===== src/rtl/ptu_pkg.sv =====
package ptu_pkg;
  typedef enum logic [1:0] {
    ACC_RD  = 2'd0,
    ACC_WR  = 2'd1,
    ACC_EX  = 2'd2,
    ACC_RSV = 2'd3
  } acc_e;

  typedef enum logic [1:0] {
    FLT_NONE  = 2'd0,
    FLT_INVAL = 2'd1,
    FLT_PROT  = 2'd2,
    FLT_PRIV  = 2'd3
  } fault_e;

  localparam int unsigned PERM_W = 3;

  // permission bit for an access type; reserved type never granted
  function automatic logic perm_grant(logic [PERM_W-1:0] perm, logic [1:0] acc);
    logic g;
    case (acc)
      ACC_RD:  g = perm[0];
      ACC_WR:  g = perm[1];
      ACC_EX:  g = perm[2];
      default: g = 1'b0;
    endcase
    return g;
  endfunction
endpackage


===== src/rtl/ptu_table.sv =====
module ptu_table import ptu_pkg::*; #(
  parameter int unsigned IDX_W   = 3,
  parameter int unsigned FRAME_W = 6,
  localparam int unsigned N_ENT  = 1 << IDX_W
) (
  input  logic               clk_i,
  input  logic               rst_ni,
  input  logic               we_i,
  input  logic               priv_i,
  input  logic [IDX_W-1:0]   widx_i,
  input  logic [FRAME_W-1:0] wframe_i,
  input  logic               wvalid_i,
  input  logic [PERM_W-1:0]  wperm_i,
  input  logic [IDX_W-1:0]   ridx_i,
  output logic [FRAME_W-1:0] rframe_o,
  output logic               rvalid_o,
  output logic [PERM_W-1:0]  rperm_o
);
  logic [FRAME_W-1:0] frame_q [N_ENT];
  logic               valid_q [N_ENT];
  logic [PERM_W-1:0]  perm_q  [N_ENT];
  logic               we_ok;

  // privilege gate: unprivileged updates dropped
  assign we_ok = we_i & priv_i;

  for (genvar g = 0; g < N_ENT; g++) begin : g_ent
    always_ff @(posedge clk_i or negedge rst_ni) begin
      if (!rst_ni) begin
        frame_q[g] <= '0;
        valid_q[g] <= 1'b0;
        perm_q[g]  <= '0;
      end else if (we_ok && (widx_i == IDX_W'(g))) begin
        frame_q[g] <= wframe_i;
        valid_q[g] <= wvalid_i;
        perm_q[g]  <= wperm_i;
      end
    end
  end

  assign rframe_o = frame_q[ridx_i];
  assign rvalid_o = valid_q[ridx_i];
  assign rperm_o  = perm_q[ridx_i];
endmodule


===== src/rtl/ptu_check.sv =====
module ptu_check import ptu_pkg::*; (
  input  logic              req_i,
  input  logic [1:0]        acc_i,
  input  logic              valid_i,
  input  logic [PERM_W-1:0] perm_i,
  output fault_e            code_o
);
  always_comb begin
    code_o = FLT_NONE;
    if (req_i) begin
      if (!valid_i)                        code_o = FLT_INVAL;
      else if (!perm_grant(perm_i, acc_i)) code_o = FLT_PROT;
    end
  end
endmodule


===== src/rtl/ptu_resolve.sv =====
module ptu_resolve import ptu_pkg::*; #(
  parameter int unsigned FRAME_W = 6,
  parameter int unsigned OFF_W   = 13,
  localparam int unsigned PA_W   = FRAME_W + OFF_W
) (
  input  logic               req_i,
  input  logic               priv_flt_i,
  input  fault_e             lk_code_i,
  input  logic [FRAME_W-1:0] frame_i,
  input  logic [OFF_W-1:0]   off_i,
  output logic [PA_W-1:0]    pa_o,
  output logic               mem_en_o,
  output logic               fault_o,
  output logic [1:0]         code_o
);
  fault_e code;

  always_comb begin
    code = priv_flt_i ? FLT_PRIV : lk_code_i;
    fault_o  = (code != FLT_NONE);
    mem_en_o = req_i & ~fault_o;
    pa_o     = mem_en_o ? {frame_i, off_i} : '0;
    code_o   = code;
  end
endmodule


===== src/rtl/page_xlate_unit.sv =====
module page_xlate_unit import ptu_pkg::*; #(
  parameter int unsigned LA_W    = 16,
  parameter int unsigned IDX_W   = 3,
  parameter int unsigned FRAME_W = 6,
  localparam int unsigned OFF_W  = LA_W - IDX_W,
  localparam int unsigned PA_W   = FRAME_W + OFF_W
) (
  input  logic               clk_i,
  input  logic               rst_ni,
  input  logic               req_i,
  input  logic [LA_W-1:0]    la_i,
  input  logic [1:0]         acc_i,
  input  logic               priv_i,
  input  logic               tw_en_i,
  input  logic [IDX_W-1:0]   tw_idx_i,
  input  logic [FRAME_W-1:0] tw_frame_i,
  input  logic               tw_valid_i,
  input  logic [2:0]         tw_perm_i,
  output logic [PA_W-1:0]    pa_o,
  output logic               mem_en_o,
  output logic               fault_o,
  output logic [1:0]         fault_code_o
);
  logic [IDX_W-1:0]   page;
  logic [OFF_W-1:0]   off;
  logic [FRAME_W-1:0] e_frame;
  logic               e_valid;
  logic [PERM_W-1:0]  e_perm;
  fault_e             lk_code;
  logic               priv_flt;

  assign page     = la_i[LA_W-1:OFF_W];
  assign off      = la_i[OFF_W-1:0];
  assign priv_flt = tw_en_i & ~priv_i;

  ptu_table #(.IDX_W(IDX_W), .FRAME_W(FRAME_W)) u_table (
    .clk_i   (clk_i),
    .rst_ni  (rst_ni),
    .we_i    (tw_en_i),
    .priv_i  (priv_i),
    .widx_i  (tw_idx_i),
    .wframe_i(tw_frame_i),
    .wvalid_i(tw_valid_i),
    .wperm_i (tw_perm_i),
    .ridx_i  (page),
    .rframe_o(e_frame),
    .rvalid_o(e_valid),
    .rperm_o (e_perm)
  );

  ptu_check u_check (
    .req_i  (req_i),
    .acc_i  (acc_i),
    .valid_i(e_valid),
    .perm_i (e_perm),
    .code_o (lk_code)
  );

  ptu_resolve #(.FRAME_W(FRAME_W), .OFF_W(OFF_W)) u_resolve (
    .req_i     (req_i),
    .priv_flt_i(priv_flt),
    .lk_code_i (lk_code),
    .frame_i   (e_frame),
    .off_i     (off),
    .pa_o      (pa_o),
    .mem_en_o  (mem_en_o),
    .fault_o   (fault_o),
    .code_o    (fault_code_o)
  );
endmodule


===== config.mk =====
export PLATFORM = sky130hd
export DESIGN_NAME = page_xlate_unit
export DESIGN_NICKNAME = d
export VERILOG_FILES = /design/src/rtl/ptu_pkg.sv /design/src/rtl/ptu_table.sv /design/src/rtl/ptu_check.sv /design/src/rtl/ptu_resolve.sv /design/src/rtl/page_xlate_unit.sv
export SDC_FILE = /design/constraint.sdc
export NUM_CORES = 1
export LEC_CHECK = 0
export BUFFER_PORTS_ARGS = -buffer_cell sky130_fd_sc_hd__buf_2
export CAP_MARGIN = 25
export CORE_AREA = 4 4 85 147
export CTS_CLUSTER_SIZE = 28
export DETAILED_ROUTE_END_ITERATION = 10
export DIE_AREA = 0 0 89 151
export PLACE_DENSITY = 0.5
export REMOVE_ABC_BUFFERS = 1
export SYNTH_ARGS = -nofsm -noshare
export SYNTH_HDL_FRONTEND = slang
export SYNTH_SLANG_ARGS = --single-unit

===== constraint.sdc =====
create_clock -name clk_i -period 1.9 [get_ports clk_i]
set_input_delay 0.19 -clock clk_i [delete_from_list [all_inputs] [get_ports clk_i]]
set_output_delay 0.19 -clock clk_i [all_outputs]
set_load 0.05 [all_outputs]

# Yosys cells after proc, flatten, opt, wreduce, memory -nomap -nowiden
# Index checks and enable logic that the tools add are counted.
[word_totals] ff_bits=80 wordCells=68 out_inout_bits=23
[op_classes] n_lt_le_gt_ge=1 mux=17 n_bitwise=6 eq_ne=9 reduce_logical=11
[ops] op="$mux 19" count=1
[ops] op="$bmux 6 s3" count=1
[ops] op="$eq 3x3->1 const B" count=4
[ops] op="$mux 6" count=2
[ops] op="$bmux 3 s3" count=1
[ops] op="$logic_and 1x1->1" count=8
[ops] op="$mux 2" count=4
[ops] op="$eq 3x2->1 const B" count=2
[ops] op="$mux 3" count=2
[ops] op="$ge 4x4->1 const B" count=1
[ops] op="$mux 1" count=4
[ops] op="$not 3->4" count=1
[ops] op="$and 1x1->1" count=3
[ops] op="$bmux 1 s3" count=1
[ops] op="$eq 3x1->1 const B" count=1
[ops] op="$logic_not 3->1" count=1
[ops] op="$pmux 1 s3" count=1
[ops] op="$eq 2x1->1 const B" count=1
[ops] op="$eq 2x2->1 const B" count=1
[ops] op="$logic_not 2->1" count=1
[ops] op="$not 1->1" count=2
[ops] op="$reduce_bool 2->1" count=1

# Longest topological paths before layout
[depth] ltp_word=15 mapped_depth=8 mapped_depth_nobuf=5

# Hierarchy
# From an unflattened synthesis, not the netlist that was laid out.
[unflattened] hier_cells=240 area_unflattened_um2=3827.4
[modules_own_cells] module="ptu_table" instances=1 area_each_um2=3599.7 cells_per_inst=210
[modules_own_cells] module="ptu_resolve" instances=1 area_each_um2=178.9 cells_per_inst=25
[modules_own_cells] module="ptu_check" instances=1 area_each_um2=35.0 cells_per_inst=4
[modules_own_cells] module="page_xlate_unit" instances=1 area_each_um2=13.8 cells_per_inst=1

# Least setup slack after synthesis
# Ideal clock, no wire load.
[synth_timing] path_kind="input to output" from="in la_i[14]" to="out pa_o[10]" t_arrival_ns=2.059 setup_slack_ns=-0.349 t_required_ns=1.710 stages=7 path_cell_list="buf_2 -> nor2b_1 -> a221oi_2 -> nand3_1 -> a221o_1 -> buf_2 -> nor2_1"
[synth_between] elab_chain_len=15 elab_cells_between_ends=18 cone_classes="mux (14); bitwise (3); reduce/logical (1)"
[synth_lines] item="from (decl)" line_no="page_xlate_unit.sv:11" rtl="input logic [LA_W-1:0] la_i,"
[synth_lines] item="$not 3->4 (implied by the code) *" line_no="ptu_table.sv:42, ptu_table.sv:43"
[synth_lines] item="$bmux 3 s3" line_no="ptu_table.sv:43" rtl="assign rperm_o = perm_q[ridx_i];"
[synth_lines] item="$mux 3 (implied by the code) (2 in a row)" line_no="ptu_table.sv:43"
[synth_lines] item="$pmux 1 s3" line_no="ptu_pkg.sv:21" rtl="case (acc)"
[synth_lines] item="$mux 1" line_no="ptu_check.sv:11" rtl="if (!valid_i) code_o = FLT_INVAL;"
[synth_lines] item="$mux 1" line_no="ptu_check.sv:10" rtl="if (req_i) begin"
[synth_lines] item="$mux 2" line_no="ptu_check.sv:12" rtl="else if (!perm_grant(perm_i, acc_i)) code_o = FLT_PROT;"
[synth_lines] item="$mux 2 *" line_no="ptu_check.sv:11"
[synth_lines] item="$mux 2 *" line_no="ptu_check.sv:10"
[synth_lines] item="$mux 2 *" line_no="ptu_resolve.sv:19" rtl="code = priv_flt_i ? FLT_PRIV : lk_code_i;"
[synth_lines] item="$reduce_bool 2->1 *" line_no="ptu_resolve.sv:20" rtl="fault_o = (code != FLT_NONE);"
[synth_lines] item="$not 1->1 *" line_no="ptu_resolve.sv:21" rtl="mem_en_o = req_i & ~fault_o;"
[synth_lines] item="$and 1x1->1 *" line_no="ptu_resolve.sv:21"
[synth_lines] item="$mux 19 *" line_no="ptu_resolve.sv:22" rtl="pa_o = mem_en_o ? {frame_i, off_i} : '0;"
[synth_lines] item="to (decl)" line_no="page_xlate_unit.sv:19" rtl="output logic [PA_W-1:0] pa_o,"
# Every way passes the cells marked *; elsewhere a longest branch is shown, timed or not. The select of a mux whose other input is x is not followed.

# Worst setup path in the final report
[layout_timing] from="reg u_table.perm_q[14] (netlist bit)" to="out pa_o[14]"
[layout_between] elab_chain_len=14
[layout_lines] item="from (decl)" line_no="ptu_table.sv:21" rtl="logic [PERM_W-1:0] perm_q [N_ENT];"
[layout_lines] item="from (signal, indexed assignment)" line_no="ptu_table.sv:36" rtl="perm_q[g] <= wperm_i;"
[layout_lines] item="$bmux 3 s3" line_no="ptu_table.sv:43"
[layout_lines] item="$mux 3 (implied by the code) (2 in a row)" line_no="ptu_table.sv:43"
[layout_lines] item="$pmux 1 s3" line_no="ptu_pkg.sv:21"
[layout_lines] item="$mux 1" line_no="ptu_check.sv:11"
[layout_lines] item="$mux 1" line_no="ptu_check.sv:10"
[layout_lines] item="$mux 2" line_no="ptu_check.sv:12"
[layout_lines] item="$mux 2" line_no="ptu_check.sv:11"
[layout_lines] item="$mux 2" line_no="ptu_check.sv:10"
[layout_lines] item="$mux 2" line_no="ptu_resolve.sv:19"
[layout_lines] item="$reduce_bool 2->1" line_no="ptu_resolve.sv:20"
[layout_lines] item="$not 1->1" line_no="ptu_resolve.sv:21"
[layout_lines] item="$and 1x1->1" line_no="ptu_resolve.sv:21"
[layout_lines] item="$mux 19" line_no="ptu_resolve.sv:22"
# Every way passes these cells. The select of a mux whose other input is x is not followed.

==> results.toml <==
[run_status]
outcome = "finished, violations left"
violations = "setup timing"

[clock_tree]
cts_max_level = 3
clk_path_buf_depth = 2
cts_tree = "done"
clock-root-buffer = "clkbuf_16"
clk_latency_ns = 0.33
clkTransAtPathRegs_ns = 0.06
cts_sinks = 80
cts_made_buffers = 9

[detailed_routing]
routedWlPerCell_um = 19.0
ant_nets = 0
vias = 2631
wirelength_mm = 9.75
drc = 0
viasPerCell = 5.14
drt_iter0_drc = 55
detail_route.first_pass.iterations = 4

[setup_path]
cp.arrival_ns = 2.07
crit_type = "reg2out"
regToRegSetupSlack_ns = 1.02
worstReg2RegStart = "u_table.perm_q[14]"
required_ns = 1.71
worstSetupEndpointType = "primary output"
crit_slowest_cell = "a221o_1"
start_kind = "register"
slowest_delay_ns = 0.39
rr_worst_depth = 2
r2r-end = "u_table.perm_q[14]"
crit_path_cell_trace = "mux2i_1 -> a221oi_2 -> nand3_1 -> a221o_1 -> buf_12 -> nor3_4 -> buf_6"
cp_max_fo = 7

[cells_and_area]
ff_latch_area_um2 = 2000
synthToLayoutAreaGrowth_pct = 29.3
multi_input_area_um2 = 1850
nets = 408
stdcell_count = 512
layout-drive-gt1-share_pct = 54.9
design_area_um2 = 5060
num_antenna_cells = 0
fin_util_pct = 44.4
final.fill_count = 1042

[die]
core_area_um2 = 11400
die_w_um = 89
initial_core_util_pct = 34.3
rows = 52
die_area_um2 = 13400
dieHeight_um = 151
pin_count = 59

[global_routing]
grt_pass1_wl_mm = 15.3
first_global_vias = 2805
antenna_found_initial = 0
grt_usage_pct = 15.6
grt_max_degree = 47
grt_overflow = 0

[sta]
fin_ws_ns = -0.360
fin_skew_ns = 0
finalCritPeriodShare_pct = 119
rsz0062_at_grt = "yes"
tns_ns = -6.97
fmax_mhz = 442
fin_crit_ns = 2.26
tightest_slew_ns = 0.642
setup_viol = 22
hold_violations = 0
fin_hold_ws_ns = 0.187
relSlewSlack_pct = 57.2
slew_viol_final = 0

[power]
pwr-share-seq_pct = 43.2
p_total_mw = 5.31
switching_share_pct = 26.0
p_clk_share_pct = 35.0
p_leak_nw = 2.27
comb_power_share_pct = 21.8
p_switching_mw = 1.38
vdd_ir_drop_max_uv = 501
power_density_nw_per_um2 = 1050
internal-power_mw = 3.93

[place]
dp_hpwl_mm = 6.95
io_buffers = 58
gp_congestion = 0.789
dpl_cell_area_um2 = 4550
dp.cells = 494
pre_cts_ws_ns = -0.305

[synthesis]
synthCells = 285
synth_cell_types = 25
seq_area_frac_synth_pct = 51.2
syn_avg_cell_area_um2 = 13.7
syn-cell-area_um2 = 3910
yosys_warnings = 0
ys_ff_latch = 80

[job]
maxCapViolCount = 0

[worst_hold_path]
hp-class = "in2reg"
whs_endpoint = "u_table.frame_q[26]"
hold_start = "tw_frame_i[2]"
min_path_cells = 2
## critical path, delay by kind of cell (launching register included)
family          cells  cell delay [ns]
compound gates      2             0.64
flops               1             0.35
simple gates        2             0.31
mux                 1             0.09
buf+inv             2             0.35
## how the worst max path moves through the flow
stage | start | end | slack (ns) | cells past startpoint
floorplan | u_table.perm_q[14] | pa_o[0] | -0.37 | 5
global placement | la_i[13] | pa_o[16] | -0.26 | 9
detailed placement | la_i[13] | pa_o[15] | -0.31 | 9
CTS | u_table.perm_q[14] | pa_o[15] | -0.38 | 7
global route | u_table.perm_q[14] | pa_o[5] | -0.51 | 7
finish | u_table.perm_q[14] | pa_o[14] | -0.36 | 7
## per-layer routing
layer	GRT usage (%)	vias up	share of wire, %
li1	-	1227	-
met1	18.3	1332	40
met2	27.8	64	54
met3	3.16	8	4.9
met4	5.14	0	1.5
met5	0	-	0
## layout by cell type, fill, tap and decap left out, types with 3 or more instances in the layout
| master | Yosys | layout |
|---|---|---|
| a22oi_1 | 3 | 3 |
| nand2_1 | 7 | 7 |
| nand3_1 | 22 | 22 |
| clkbuf_16 | 0 | 9 |
| buf_4 | 0 | 28 |
| nor2b_1 | 3 | 3 |
| dfrtp_1 | 80 | 80 |
| mux2i_1 | 22 | 21 |
| a31o_2 | 3 | 3 |
| mux4_2 | 12 | 12 |
| mux2_2 | 80 | 80 |
| buf_6 | 3 | 21 |
| buf_2 | 5 | 35 |
| nor3_2 | 6 | 3 |
| buf_12 | 0 | 3 |
| nor2_1 | 22 | 21 |
| nor3_4 | 0 | 3 |
## power groups by stage
stage | Sequential, mW | Combinational [mW] | Clock (mW)
5_1_grt | 2.34 | 1.26 | 1.97
4_1_cts | 2.30 | 1.17 | 1.90
6_report | 2.30 | 1.16 | 1.86
3_3_place_gp | 2.31 | 1.09 | 0
2_1_floorplan | 2.25 | 0.769 | 0
3_5_place_dp | 2.33 | 1.11 | 0
## cells by family (layout without fill, tap and decap cells)
| kind of cell | after synthesis | count (layout) | synth area share [%] |
|---|---|---|---|
| mux | 114 | 114 | 35.6 |
| flops | 80 | 80 | 51.2 |
| simple gates | 67 | 67 | 8.83 |
| buf+inv | 14 | 106 | 2.08 |
| compound gates | 10 | 10 | 2.30 |
## Yosys cell counts
cell | count | area, µm²
mux2_2 | 80 | 901
a22oi_1 | 3 | 22.5
o22a_1 | 1 | 8.76
nor2_1 | 22 | 82.6
nand3b_1 | 1 | 7.51
nand4_1 | 1 | 6.26
nor2b_1 | 3 | 18.8
a21o_1 | 1 | 7.51
buf_1 | 1 | 3.75
nand2b_1 | 2 | 12.5
dfrtp_1 | 80 | 2000
a221o_1 | 1 | 10.0
or3_1 | 2 | 12.5
nand2_1 | 7 | 26.3
mux4_2 | 12 | 270
a31o_2 | 3 | 26.3
inv_1 | 1 | 3.75
mux2i_1 | 22 | 220
clkbuf_1 | 4 | 15.0
nand3_1 | 22 | 110
and4_1 | 1 | 8.76
buf_2 | 5 | 25.0
nor3_2 | 6 | 60.1
buf_6 | 3 | 33.8
a221oi_2 | 1 | 15.0
## layout make-up
| class | count | share of cell area [%] |
|---|---|---|
| Sequential cell | 80 | 39.6 |
| Multi-Input combinational cell | 191 | 36.6 |
| Clock buffer | 11 | 4.80 |
| Clock inverter | 5 | 1.58 |
| Inverter | 1 | 0.0742 |
| Timing Repair Buffer | 89 | 14.0 |
| Tap cell | 135 | 3.34 |
## repair_timing
item | in CTS | in global routing
gates resized for setup | 36 | 14
pin swaps | 7 | 1
buffers inserted | 1 | 0
endpoints found under the setup margin | 22 | 22
hold endpoints to repair | 25 | 0
hold buffers | 1 | 0
## sequential cells by signal, summed over array words and instances (netlist names)
register,cells
u_table.perm_q,24
u_table.valid_q,8
u_table.frame_q,48
(Power assumes the default switching activity.)
